## src/rtl/wdt_lock_pkg.sv

```systemverilog
package wdt_lock_pkg;
  localparam int CNT_W = 16;
  localparam logic [7:0] OFS_RSVD  = 8'h00;
  localparam logic [7:0] OFS_CTRL  = 8'h04;
  localparam logic [7:0] OFS_COUNT = 8'h08;
  localparam logic [7:0] OFS_SVC   = 8'h0C;
  localparam logic [7:0] OFS_STAT  = 8'h10;
  localparam logic [15:0] KEY_ARM  = 16'h556C;
  localparam logic [15:0] KEY_FIRE = 16'hAA39;

  typedef struct packed {
    logic [CNT_W-1:0] reload;
    logic             freeze;
    logic             enable;
    logic             sel_rst;
    logic             presc;
  } ctrl_t;
endpackage

```

## src/rtl/wdt_regs.sv

```systemverilog
module wdt_regs
  import wdt_lock_pkg::*;
#(
  parameter int ADDR_W = 5
) (
  input  logic              clk,
  input  logic              rst,
  input  logic              we,
  input  logic              re,
  input  logic [ADDR_W-1:0] addr,
  input  logic [31:0]       wdata,
  input  logic [CNT_W-1:0]  count,
  input  logic              expire_rst,
  output ctrl_t             ctrl,
  output logic              ctrl_load,
  output logic [CNT_W-1:0]  load_val,
  output logic              svc_we,
  output logic [15:0]       svc_key,
  output logic              stat,
  output logic [31:0]       rdata,
  output logic              rvalid
);
  logic locked;

  assign ctrl_load = we && (addr == ADDR_W'(OFS_CTRL)) && !locked;
  assign load_val  = wdata[31:16];
  assign svc_we    = we && (addr == ADDR_W'(OFS_SVC));
  assign svc_key   = wdata[15:0];

  always_ff @(posedge clk) begin
    if (rst) begin
      locked <= 1'b0;
      ctrl   <= '0;
    end else if (ctrl_load) begin
      locked <= 1'b1;
      ctrl   <= '{reload: wdata[31:16], freeze: wdata[3], enable: wdata[2],
                  sel_rst: wdata[1], presc: wdata[0]};
    end
  end

  always_ff @(posedge clk) begin
    if (rst)
      stat <= 1'b0;
    else if (expire_rst)
      stat <= 1'b1;
    else if (we && (addr == ADDR_W'(OFS_STAT)) && wdata[0])
      stat <= 1'b0;
  end

  always_ff @(posedge clk) begin
    if (rst) begin
      rdata  <= '0;
      rvalid <= 1'b0;
    end else begin
      rvalid <= re;
      if (re) begin
        case (addr)
          ADDR_W'(OFS_CTRL):  rdata <= {ctrl.reload, 12'b0, ctrl.freeze, ctrl.enable,
                                        ctrl.sel_rst, ctrl.presc};
          ADDR_W'(OFS_COUNT): rdata <= {{(32-CNT_W){1'b0}}, count};
          ADDR_W'(OFS_STAT):  rdata <= {31'b0, stat};
          default:            rdata <= '0;
        endcase
      end
    end
  end
endmodule

```

## src/rtl/wdt_svc_seq.sv

```systemverilog
module wdt_svc_seq
  import wdt_lock_pkg::*;
(
  input  logic        clk,
  input  logic        rst,
  input  logic        svc_we,
  input  logic [15:0] svc_key,
  output logic        svc_done
);
  logic armed;

  assign svc_done = svc_we && armed && (svc_key == KEY_FIRE);

  always_ff @(posedge clk) begin
    if (rst)
      armed <= 1'b0;
    else if (svc_we)
      armed <= !armed && (svc_key == KEY_ARM);
  end
endmodule

```

## src/rtl/wdt_core.sv

```systemverilog
module wdt_core
  import wdt_lock_pkg::*;
#(
  parameter int PRE_W     = 16,
  parameter int PULSE_LEN = 16
) (
  input  logic             clk,
  input  logic             rst,
  input  ctrl_t            ctrl,
  input  logic             ctrl_load,
  input  logic [CNT_W-1:0] load_val,
  input  logic             svc_done,
  input  logic             dbg_halt,
  output logic [CNT_W-1:0] count,
  output logic             irq,
  output logic             rst_req,
  output logic             expire_rst
);
  localparam int PC_W = $clog2(PULSE_LEN + 1);

  logic            reload_now, run, pre_full, tick, expire;
  logic [PC_W-1:0] pulse_cnt;

  assign reload_now = ctrl_load || svc_done;
  assign run        = ctrl.enable && !(ctrl.freeze && dbg_halt);
  assign tick       = run && (!ctrl.presc || pre_full);
  assign expire     = tick && (count == '0) && !reload_now;
  assign expire_rst = expire && ctrl.sel_rst;

  generate
    if (PRE_W > 0) begin : g_pre
      logic [PRE_W-1:0] pre_q;
      always_ff @(posedge clk) begin
        if (rst || reload_now)
          pre_q <= '0;
        else if (run)
          pre_q <= pre_q + 1'b1;
      end
      assign pre_full = &pre_q;
    end else begin : g_nopre
      assign pre_full = 1'b1;
    end
  endgenerate

  always_ff @(posedge clk) begin
    if (rst)
      count <= '0;
    else if (ctrl_load)
      count <= load_val;
    else if (svc_done || expire)
      count <= ctrl.reload;
    else if (tick)
      count <= count - 1'b1;
  end

  always_ff @(posedge clk) begin
    if (rst)
      irq <= 1'b0;
    else if (svc_done)
      irq <= 1'b0;
    else if (expire && !ctrl.sel_rst)
      irq <= 1'b1;
  end

  always_ff @(posedge clk) begin
    if (rst) begin
      rst_req   <= 1'b0;
      pulse_cnt <= '0;
    end else if (expire_rst && (!rst_req || pulse_cnt == '0)) begin
      rst_req   <= 1'b1;
      pulse_cnt <= PC_W'(PULSE_LEN - 1);
    end else if (pulse_cnt != '0) begin
      pulse_cnt <= pulse_cnt - 1'b1;
    end else begin
      rst_req   <= 1'b0;
    end
  end
endmodule

```

## src/rtl/wdt_lock_top.sv

```systemverilog
module wdt_lock_top
  import wdt_lock_pkg::*;
#(
  parameter int ADDR_W    = 5,
  parameter int PRE_W     = 16,
  parameter int PULSE_LEN = 16
) (
  input  logic              clk,
  input  logic              rst,
  input  logic              bus_we,
  input  logic              bus_re,
  input  logic [ADDR_W-1:0] bus_addr,
  input  logic [31:0]       bus_wdata,
  output logic [31:0]       bus_rdata,
  output logic              bus_rvalid,
  input  logic              dbg_halt,
  output logic              wdt_irq,
  output logic              wdt_rst_req
);
  ctrl_t            ctrl;
  logic             ctrl_load, svc_we, svc_done, expire_rst, stat;
  logic [15:0]      svc_key;
  logic [CNT_W-1:0] load_val, count;

  wdt_regs #(.ADDR_W(ADDR_W)) u_regs (
    .clk(clk), .rst(rst), .we(bus_we), .re(bus_re), .addr(bus_addr),
    .wdata(bus_wdata), .count(count), .expire_rst(expire_rst), .ctrl(ctrl),
    .ctrl_load(ctrl_load), .load_val(load_val), .svc_we(svc_we),
    .svc_key(svc_key), .stat(stat), .rdata(bus_rdata), .rvalid(bus_rvalid)
  );

  wdt_svc_seq u_svc (
    .clk(clk), .rst(rst), .svc_we(svc_we), .svc_key(svc_key), .svc_done(svc_done)
  );

  wdt_core #(.PRE_W(PRE_W), .PULSE_LEN(PULSE_LEN)) u_core (
    .clk(clk), .rst(rst), .ctrl(ctrl), .ctrl_load(ctrl_load),
    .load_val(load_val), .svc_done(svc_done), .dbg_halt(dbg_halt),
    .count(count), .irq(wdt_irq), .rst_req(wdt_rst_req), .expire_rst(expire_rst)
  );
endmodule

```

## config.mk

```make
export PLATFORM = sky130hd
export DESIGN_NAME = wdt_lock_top
export DESIGN_NICKNAME = d
export VERILOG_FILES = /design/src/rtl/wdt_lock_pkg.sv /design/src/rtl/wdt_regs.sv /design/src/rtl/wdt_svc_seq.sv /design/src/rtl/wdt_core.sv /design/src/rtl/wdt_lock_top.sv
export SDC_FILE = /design/constraint.sdc
export NUM_CORES = 1
export LEC_CHECK = 0
export BUFFER_PORTS_ARGS = -buffer_cell sky130_fd_sc_hd__buf_2
export CAP_MARGIN = 20
export CELL_PAD_IN_SITES_DETAIL_PLACEMENT = 0
export CELL_PAD_IN_SITES_GLOBAL_PLACEMENT = 2
export CORE_ASPECT_RATIO = 0.7
export CORE_UTILIZATION = 37
export CTS_BUF_LIST = sky130_fd_sc_hd__clkbuf_8
export CTS_CLUSTER_DIAMETER = 100
export CTS_CLUSTER_SIZE = 28
export DETAILED_ROUTE_END_ITERATION = 10
export PLACE_DENSITY = 0.86
export SLEW_MARGIN = 20
export SYNTH_ARGS = -nofsm -noshare
export SYNTH_HDL_FRONTEND = slang
export SYNTH_SLANG_ARGS = --single-unit
```

## constraint.sdc

```tcl
create_clock -name clk -period 4.4 [get_ports clk]
set_input_delay 0.44 -clock clk [delete_from_list [all_inputs] [get_ports clk]]
set_output_delay 0.44 -clock clk [all_outputs]
set_load 0.05 [all_outputs]
```

==> results of run 1 <==
through the flow:
| step | cells | setup slack [ps] | utilization |
|---|---|---|---|
| after global routing | 761 | 1539 | 0.4355 |
| final | 761 | 1779 | 0.4355 |
| after global placement | 745 | 1641 | 0.4187 |
| after detailed placement | 745 | 1597 | 0.4187 |
| after floorplan | 539 | 2331 | - |
| after CTS | 761 | 1801 | 0.4355 |
cell type report:
type	instances	area (µm²)	area share
Clock buffer	9	123.9	0.02434
Multi-Input combinational cell	401	2331	0.4581
Clock inverter	7	72.57	0.01426
Tap cell	157	196.4	0.03860
Timing Repair Buffer	82	425.4	0.08360
Inverter	10	37.54	0.007376
Sequential cell	95	1902	0.3737
worst max-delay path, cell delays in order, from the launching register on:
cell	delay [ps]
dfxtp_1	370
a21boi_2	370
nand4_1	320
o31ai_4	630
or3_1	510
nor2_1	80
a211oi_1	240
state kept, by name (all words and copies together), names as in the netlist:
signal              count
u_svc.armed             1
u_regs.locked           1
u_regs.rvalid           1
u_core.count           16
u_core.irq              1
u_core.pulse_cnt        5
u_regs.stat             1
u_regs.rdata           32
u_core.g_pre.pre_q     16
u_core.rst_req          1
u_regs.ctrl            20
logic make-up after synthesis:
| logic type | Yosys count | share of synthesized area |
|---|---|---|
| flip-flops | 95 | 0.4299 |
| multiplexers | 2 | 0.004808 |
| buffers and inverters | 43 | 0.04327 |
| AND/OR/NAND/NOR | 256 | 0.2978 |
| AO/OA/AOI/OAI | 114 | 0.1635 |
| adder cells (fa/ha/maj) | 4 | 0.01131 |
| XOR/XNOR | 25 | 0.04949 |
report_power, final:
| part | total (mW) | internal (mW) | switching, mW |
|---|---|---|---|
| clock network | 0.588 | 0.264 | 0.324 |
| logic | 0.234 | 0.0955 | 0.138 |
| registers | 0.905 | 0.883 | 0.0220 |
path summary, 6_finish.rpt:
path	from	endpoint
worst min-delay path	bus_wdata[21]	u_regs.ctrl[9]
worst max register to register	u_regs.ctrl[2]	u_core.count[6]
worst min register to register	u_regs.rdata[20]	u_regs.rdata[20]
worst max-delay path	u_regs.ctrl[2]	u_core.count[6]
per-layer routing:
| metal | vias up | GRT usage | routed length [µm] |
|---|---|---|---|
| li1 | 2020 | - | - |
| met1 | 1779 | 0.2978 | 6365 |
| met2 | 98 | 0.2693 | 4512 |
| met3 | 9 | 0.04661 | 572 |
| met4 | 0 | 0.05651 | 93 |
| met5 | - | 0 | 0 |
cell usage after synthesis, types with 9 or more instances:
cell type,number,area (µm²)
a21oi_1,57,285.3
xor2_1,17,148.9
dfxtp_1,95,1902
o21ai_0,10,50.05
nand3_1,37,185.2
nand2_1,73,274.0
clkbuf_1,17,63.81
nand4_1,11,68.82
nand2b_1,30,187.7
inv_1,10,37.54
nor3_1,9,45.04
nor4_1,9,56.30
a211oi_1,17,127.6
nor2_1,54,202.7
==> reports/metrics.yaml, run 1 <==
outcome:
  status: "completed"
clock_network:
  cts_sinks: 95
  path_clk_slew_ps: 90
  cts_buffers: 9
  cts_buffer_depth: 2
  cts_resized: 0
  root_buffer: "clkbuf_8"
  clk_latency_ps: 370
  cts_tree: "built"
  postCtsSetupBuffers: 0
  htree_levels: 3
  cts_hold_buf: 0
timing:
  drv_slew: 0
  fin_setup_tns_ps: 0
  setup_viol: 0
  fin_crit_ps: 2621
  finalClockSkew_ps: 7.866
  worstMarginPinSlew_ps: 962.8
  max_slew_margin: 0.3581
  rsz0062_at_grt: "no"
  finalCritPeriodShare: 0.5958
  fmax_mhz: 381.5
  finalHoldViolCount: 0
  whs_ps: 319.7
finish:
  drive_gt1_frac: 0.1838
  syn2layout_area_growth_pct: 15.02
  fill_cells: 1219
  diodes: 0
  nets: 645
  final_common_cell: "dfxtp_1"
  design_area_um2: 5089
  final_cell_mix: "95 x dfxtp_1, 76 x buf_2, 73 x nand2_1"
die:
  io_pins: 77
  rows: 33
  dieArea_um2: 12410
  die_height_um: 93.49
  initial_utilization: 0.3786
  design.core.area_um2: 11690
  die_x_um: 132.7
critical_path:
  arrival_ps: 2900
  endpoint_kind: "flip-flop"
  crit_required_ps: 4680
  worstSetupPathType: "flip-flop to flip-flop"
  critPathMaxFanout: 15
  worst_setup_path_start_kind: "flip-flop"
  r2r_cells: 6
  rrSetupSlack_ps: 1780
power:
  irDropWorstVdd_v: 0.0001569
  leakage_nw: 1.915
  p_total_mw: 1.727
  p_per_area_nw_per_um2: 339.4
drt:
  dr_total_vias: 3906
  wl_per_cell_um: 15.17
  drt-pass1-iter-count: 4
  ant_nets: 0
  drtIter0Drc: 219
  avgViaCountPerCell: 5.133
  wirelength_um: 11540
  drcViolationCount: 0
min_path:
  worstHoldPathCells: 3
  hold_path_class: "input pin to flip-flop"
logic_synthesis:
  synth-async-reset-ratio: 0
  synth-edff-count: 0
  yosysWarnings: 0
  netlist_area_um2: 4424
  synth_fp_nets: 585
  synth_ff_type: "dfxtp_1"
  ys_types: 56
  synth.avg_cell_area_um2: 8.208
  synth_seq_cells: 95
  postSynthCellCount: 539
  ys_seq_area_frac: 0.4299
place:
  place_hpwl_um: 8070
  io_buffer_count: 76
  placedInstanceArea_um2: 4892
  routabilityCongestion: 0.7890
grt:
  grt_pass1_wl_um: 19130
  grt_pass1_vias: 3754
  grt_max_degree: 66
  antenna_found_initial: 0
  globalRouteOverflowTotal: 0
  grt_usage: 0.1966
run:
  maxCapViolCount: 0
No activity file was read; power rests on OpenSTA's default activity.
==> inputs of run 2 (changes only) <==
--- a/config.mk
+++ b/config.mk
@@ -10,12 +10,12 @@
 export CELL_PAD_IN_SITES_DETAIL_PLACEMENT = 0
 export CELL_PAD_IN_SITES_GLOBAL_PLACEMENT = 2
 export CORE_ASPECT_RATIO = 0.7
-export CORE_UTILIZATION = 37
+export CORE_UTILIZATION = 34
 export CTS_BUF_LIST = sky130_fd_sc_hd__clkbuf_8
 export CTS_CLUSTER_DIAMETER = 100
 export CTS_CLUSTER_SIZE = 28
 export DETAILED_ROUTE_END_ITERATION = 10
-export PLACE_DENSITY = 0.86
+export PLACE_DENSITY = 0.8
 export SLEW_MARGIN = 20
 export SYNTH_ARGS = -nofsm -noshare
 export SYNTH_HDL_FRONTEND = slang
==> constraint.sdc (replaced) <==
create_clock -name clk -period 2.5 [get_ports clk]
set_input_delay 0.25 -clock clk [delete_from_list [all_inputs] [get_ports clk]]
set_output_delay 0.25 -clock clk [all_outputs]
set_load 0.05 [all_outputs]
==> run 2 against run 1 <==
Global-route usage shrank 0.72 points; the run now ends with DRC left; sequential power grew 76%; sequential share of layout area shrank 0.85 points; largest power group unchanged.
==> reports/metrics.yaml, run 2 (synthesized netlist as in run 1, its figures left out) <==
finish:
  largest-register: "u_regs.rdata"
  syn2layout_area_growth_pct: 17.70
  reg.largest.list: "u_regs.rdata: 32 flops, u_regs.ctrl: 20 flops"
  nets: 659  # +2.2%
  fill_cells: 1292  # +6.0%
  final_common_cell: "dfxtp_1"
  largest_reg_flops: 32  # unchanged
  final_cell_mix: "95 x dfxtp_1, 76 x buf_2, 73 x nand2_1"
  diodes: 0  # unchanged
  drive_gt1_frac: 0.2026  # +0.01882
critical_path:
  cp-startpoint: "u_core.g_pre.pre_q[4]"
  timing.rr.start: "u_core.g_pre.pre_q[4]"
  worst_setup_path_start_kind: "flip-flop"
  arrival_ps: 2570  # -330 ps
  rrSetupSlack_ps: 200  # -1570 ps
  worstSetupPathType: "flip-flop to flip-flop"
  r2r_cells: 8  # +2
  crit_required_ps: 2780  # -1900 ps
  r2r_end: "u_core.count[10]"
  critPathMaxFanout: 12  # -3
  endpoint_kind: "flip-flop"
clock_network:
  cts_hold_buf: 0  # unchanged
  cts_buffers: 9  # unchanged
  htree_levels: 3  # unchanged
  cts_sinks: 95  # unchanged
  clk_latency_ps: 370  # about the same
  cts_tree: "built"
  root_buffer: "clkbuf_8"
  path_clk_slew_ps: 90  # about the same
  cts_buffer_depth: 2  # unchanged
drt:
  drcViolationCount: 8  # +8
  ant_nets: 0  # unchanged
  wirelength_um: 12350  # +7.0%
  wl_per_cell_um: 15.86  # +4.5%
  dr_total_vias: 3936  # +0.77%
  avgViaCountPerCell: 5.053  # -1.6%
  drtIter0Drc: 345  # +58%
  drt-pass1-iter-count: 8  # +4
place:
  io_buffer_count: 76  # unchanged
  place_hpwl_um: 9036  # +12%
  routabilityCongestion: 0.8160  # +3.4%
min_path:
  worstHoldPathCells: 2  # -1
  min_to: "u_regs.rdata[9]"
  hold_path_class: "input pin to flip-flop"
  worstHoldStart: "rst"
power:
  swShare: 0.2797  # -0.0008962
  netSwitchingPower_mw: 0.8497  # +75%
  irDropWorstVdd_v: 0.0002391  # +52%
  leakage_nw: 1.985  # +3.6%
  seqPwrFrac: 0.525  # about the same
  p_per_area_nw_per_um2: 583.4  # +72%
  power_frac_clock: 0.331  # -0.010
  p_int_mw: 2.188  # +76%
  pwr-share-comb: 0.145  # +0.010
die:
  dieArea_um2: 13480  # +8.7%
  die_x_um: 138.3  # +4.3%
  rows: 34  # +3.0%
  die_height_um: 97.44  # +4.2%
  design.core.area_um2: 12550  # +7.4%
  initial_utilization: 0.3525  # -0.02608
  io_pins: 77  # unchanged
timing:
  finalCritPeriodShare: 0.9184  # +0.3226
  finalHoldViolCount: 0  # unchanged
  max_slew_margin: 0.3941  # +0.03603
  fin_crit_ps: 2296  # -325.4 ps
  drv_slew: 0  # unchanged
  setup_viol: 0  # unchanged
  fmax_mhz: 435.5  # +14%
  whs_ps: 115.5  # -204.2 ps
  fin_setup_tns_ps: 0  # unchanged
  finalClockSkew_ps: 8.513  # +0.6462 ps
  worstMarginPinSlew_ps: 905.5  # -57.39 ps
  rsz0062_at_grt: "no"
grt:
  grt_max_degree: 42  # -36%
  globalRouteOverflowTotal: 0  # unchanged
  grt_usage: 0.1894  # -0.007192
  antenna_found_initial: 0  # unchanged
  grt_pass1_wl_um: 20120  # +5.2%
  grt_pass1_vias: 3753  # -0.027%
outcome:
  status: "finished with violations"
  violations: "DRC"
run:
  maxCapViolCount: 0  # unchanged
## run 2: cell count changes in the layout (fill, tap and decap cells not counted)
cell,before,now
nor3_2,1,2
buf_4,6,19
clkinvlp_4,2,3
buf_12,0,1
inv_6,1,0
nor3_1,9,8
clkinv_4,1,0
## run 2: critical path, cell delays in order, from the launching register on
cell and delay (ps):
dfxtp_1 420, nand4_2 180, or3_4 430, o31ai_4 350, buf_4 230, or3_1 110
buf_4 190, nor2_1 60, a211oi_1 240
## run 2: per-layer routing
metal / GRT usage / vias to the layer above / wire length, µm
met5: 0 / - / 0
met4: 0.04667 / 0 / 116
met3: 0.04189 / 10 / 493
met2: 0.2519 / 86 / 4795
met1: 0.2984 / 1799 / 6949
li1: - / 2041 / -
## run 2: through the flow
step	util	cell area (µm²)	std cells	setup WS (ps)	power, mW
2_1_floorplan	-	4424	539	507.7	1.918
3_3_place_gp	0.3997	5016	764	245.8	2.048
3_5_place_dp	0.3997	5016	764	163.7	2.061
4_1_cts	0.4146	5202	779	135.6	3.060
5_1_grt	0.4150	5207	779	24.32	3.205
6_report	0.4150	5207	779	204.0	3.038
## run 2: cell type report
| cell class | count | area (µm²) | area share |
|---|---|---|---|
| Timing Repair Buffer | 96 | 543.0 | 0.1043 |
| Sequential cell | 95 | 1902 | 0.3652 |
| Multi-Input combinational cell | 401 | 2336 | 0.4486 |
| Clock buffer | 9 | 123.9 | 0.02379 |
| Inverter | 10 | 37.54 | 0.007208 |
| Clock inverter | 6 | 62.56 | 0.01201 |
| Tap cell | 162 | 202.7 | 0.03892 |
## run 2: power groups by stage
stage	sequential [mW]	combinational, mW	clock, mW
final	1.59	0.440	1.00
after CTS	1.59	0.434	1.03
after global routing	1.60	0.492	1.11
after detailed placement	1.63	0.433	0
after floorplan	1.63	0.287	0
after global placement	1.63	0.422	0
## run 2: worst max-delay path by stage
stage          slack (ps)               end  cells past startpoint
4_1_cts               140  u_core.count[10]                      8
3_3_place_gp          250  u_core.count[10]                      8
5_1_grt                20   u_core.count[2]                      8
2_1_floorplan         510   u_core.count[3]                      6
3_5_place_dp          160  u_core.count[10]                      8
6_report              200  u_core.count[10]                      8
## run 2: repair_timing
action / 4_1_cts / 5_1_grt
buffers inserted: 0 / 0
gates resized for setup: 0 / 1
setup endpoints to repair: 0 / 5
==> inputs of run 3 (changes only) <==
--- a/config.mk
+++ b/config.mk
@@ -5,12 +5,13 @@
 export SDC_FILE = /design/constraint.sdc
 export NUM_CORES = 1
 export LEC_CHECK = 0
+export ABC_AREA = 1
 export BUFFER_PORTS_ARGS = -buffer_cell sky130_fd_sc_hd__buf_2
 export CAP_MARGIN = 20
 export CELL_PAD_IN_SITES_DETAIL_PLACEMENT = 0
 export CELL_PAD_IN_SITES_GLOBAL_PLACEMENT = 2
 export CORE_ASPECT_RATIO = 0.7
-export CORE_UTILIZATION = 34
+export CORE_UTILIZATION = 32
 export CTS_BUF_LIST = sky130_fd_sc_hd__clkbuf_8
 export CTS_CLUSTER_DIAMETER = 100
 export CTS_CLUSTER_SIZE = 28
==> run 3 against run 2 <==
The flow now finishes without violations; highest routed layer unchanged; worst hold slack better by 11 ps; global-route usage is 0.96 points lower; critical path depth is 3 higher; utilization is 2.5 points lower; largest power group unchanged; clock skew is 5.0 ps higher.
==> reports/metrics.yaml, run 3 <==
grt:
  grt_max_degree: 56  # +33%
  grt_usage: 0.1798  # -0.009636
  grt_pass1_vias: 4302  # +15%
  globalRouteOverflowTotal: 0  # unchanged
  antenna_found_initial: 0  # unchanged
  grt_pass1_wl_um: 21390  # +6.3%
timing:
  max_slew_margin: 0.5397  # +0.1455
  fin_crit_ps: 2184  # -112.5 ps
  whs_ps: 126.3  # +10.71 ps
  fin_setup_tns_ps: 0  # unchanged
  finalHoldViolCount: 0  # unchanged
  finalClockSkew_ps: 13.54  # +5.027 ps
  fmax_mhz: 458.0  # +5.2%
  rsz0062_at_grt: "no"
  timing.final.ws_setup_ps: 316.5  # +112.5 ps
  drv_slew: 0  # unchanged
  setup_viol: 0  # unchanged
  worstMarginPinSlew_ps: 686.3  # -219.2 ps
  finalCritPeriodShare: 0.8734  # -0.04499
clock_network:
  cts_buffer_depth: 2  # unchanged
  cts_buffers: 9  # unchanged
  clk_latency_ps: 380  # about the same
  root_buffer: "clkbuf_8"
  cts_resized: 0  # unchanged
  cts_sinks: 95  # unchanged
  cts_hold_buf: 0  # unchanged
  cts_tree: "built"
  htree_levels: 3  # unchanged
  postCtsSetupBuffers: 0  # unchanged
  path_clk_slew_ps: 100  # about the same
place:
  routabilityCongestion: 0.8800  # +7.8%
  io_buffer_count: 76  # unchanged
  place_hpwl_um: 9540  # +5.6%
  placedInstanceArea_um2: 5269  # +5.0%
  dp_cells: 944  # +24%
  dpl_worst_slack_ps: 353.8  # +190.1 ps
logic_synthesis:
  synth_top_area_cell: "dfxtp_1"
  synth_fp_nets: 742  # +27%
  yosysWarnings: 0  # unchanged
  yosys.area_share.xor_xnor: 0.03179  # -0.01770
  synthTopCellsByCount: "178 x nand2_1, 95 x dfxtp_1, 85 x a21oi_1, 85 x inv_1, 68 x nor2_1"
  synth_ff_type: "dfxtp_1"
  ys_seq_area_frac: 0.4061  # -0.02377
  synth_area_leaders: "dfxtp_1 41%, nand2_1 14%, a21oi_1 9.1%"
  synth-async-reset-ratio: 0  # unchanged
  ys_types: 33  # -41%
  synthAdderAreaFrac: 0.01069  # -0.0006256
  synth.most_common_cell: "nand2_1"
  synth-compound-area-share: 0.1512  # -0.01225
  yosys.area_share.simple: 0.3056  # +0.007843
  synth.avg_cell_area_um2: 6.729  # -18%
  synth_top_family_by_area: "simple AND/OR/NAND/NOR gates"
  netlist_area_um2: 4683  # +5.9%
  postSynthCellCount: 696  # +29%
  synth.area.mux_share: 0  # -0.004808
  synth_top_area_frac: 0.4061  # -0.02377
  synth-edff-count: 0  # unchanged
  synth_seq_cells: 95  # unchanged
critical_path:
  r2r_end: "u_core.pulse_cnt[0]"
  worstSetupPathType: "flip-flop to flip-flop"
  crit_required_ps: 2820  # +40 ps
  arrival_ps: 2500  # -70 ps
  worst_setup_path_start_kind: "flip-flop"
  rrSetupSlack_ps: 320  # +110 ps
  r2r_cells: 11  # +3
  endpoint_kind: "flip-flop"
  timing.rr.start: "u_core.g_pre.pre_q[0]"
  critPathMaxFanout: 8  # -4
drt:
  ant_nets: 0  # unchanged
  dr_total_vias: 4532  # +15%
  avgViaCountPerCell: 4.721  # -6.6%
  wirelength_um: 12970  # +4.9%
  drtIter0Drc: 271  # -21%
  drt-pass1-iter-count: 4  # -4
  drcViolationCount: 0  # -8
  wl_per_cell_um: 13.51  # -15%
die:
  dieArea_um2: 15130  # +12%
  die_height_um: 103.2  # +5.9%
  io_pins: 77  # unchanged
  die_x_um: 146.6  # +6.0%
  rows: 36  # +5.9%
  initial_utilization: 0.3322  # -0.02036
  design.core.area_um2: 14100  # +12%
run:
  maxCapViolCount: 0  # unchanged
min_path:
  hold_path_class: "input pin to flip-flop"
  min_to: "u_regs.ctrl[18]"
  worstHoldStart: "bus_wdata[30]"
  worstHoldPathCells: 3  # +1
finish:
  largest_reg_flops: 32  # unchanged
  diodes: 0  # unchanged
  nets: 811  # +23%
  design_area_um2: 5502  # +5.6%
  final_common_cell: "nand2_1"
  fill_cells: 1537  # +19%
  multiInputGateArea_um2: 2338  # +0.11%
  fin_cells: 960  # +23%
  drive_gt1_frac: 0.1519  # -0.05065
  post-route-util: 0.3902  # -0.02474
  seq_area_um2: 1902  # unchanged
  syn2layout_area_growth_pct: 17.47
  final_cell_mix: "178 x nand2_1, 95 x dfxtp_1, 86 x inv_1"
  reg.largest.list: "u_regs.rdata: 32 flops, u_regs.ctrl: 20 flops"
  largest-register: "u_regs.rdata"
power:
  p_total_mw: 3.393  # +12%
  leakage_nw: 2.660  # +34%
  irDropWorstVdd_v: 0.0002526  # +5.7%
  p_per_area_nw_per_um2: 616.7  # +5.7%
outcome:
  status: "completed"
## run 3: worst max-delay path by stage
| stage | from | endpoint | slack, ps |
|---|---|---|---|
| global route | u_core.g_pre.pre_q[0] | u_core.pulse_cnt[0] | 50 |
| detailed placement | bus_addr[2] | u_core.count[10] | 350 |
| finish | u_core.g_pre.pre_q[0] | u_core.pulse_cnt[0] | 320 |
| global placement | u_core.g_pre.pre_q[0] | u_core.pulse_cnt[0] | 380 |
| CTS | u_core.g_pre.pre_q[0] | u_core.pulse_cnt[0] | 330 |
| floorplan | u_core.g_pre.pre_q[0] | u_core.count[13] | 720 |
## run 3: cell type report
| type | instances | area share |
|---|---|---|
| clock buffer | 11 | 0.02752 |
| clock inverter | 5 | 0.01478 |
| inverter | 88 | 0.06004 |
| multi-input combinational | 486 | 0.4251 |
| sequential | 95 | 0.3457 |
| tap | 190 | 0.04321 |
| timing repair buffer | 85 | 0.08369 |
## run 3: critical path: stages (launching register included)
cell and delay [ps]:
dfxtp_1 390, ha_1 180, nand3_1 80, nor2_1 180
nand2_1 130, o21ai_4 350, nand2_2 180, nor2_2 200
nand3_1 180, nand2_1 120, nor2_1 50, nor2_1 80
## run 3: logic make-up (layout without fill, tap and decap cells)
| group | after synthesis | count (layout) |
|---|---|---|
| xor gates and xnor gates | 17 | 17 |
| adders and majority gates | 4 | 4 |
| DFF | 95 | 95 |
| buffers and inverters | 115 | 189 |
| and+or+nand+nor | 332 | 332 |
| AOI/OAI and AO/OA | 133 | 133 |
## run 3: where the power goes
group / total, mW / switching [mW] / internal (mW) / leakage (nW)
registers: 1.61 / 0.0379 / 1.58 / 0.772
logic: 0.607 / 0.402 / 0.205 / 1.77
clock network: 1.17 / 0.554 / 0.618 / 0.121
total: 3.39 / 0.994 / 2.40 / 2.66
## run 3: per-layer routing
layer	GRT usage	up-vias	share of wire
met5	0	-	0
met4	0.04327	0	0.0092
met3	0.03421	11	0.036
met2	0.3015	70	0.44
met1	0.2404	2084	0.51
li1	-	2367	-
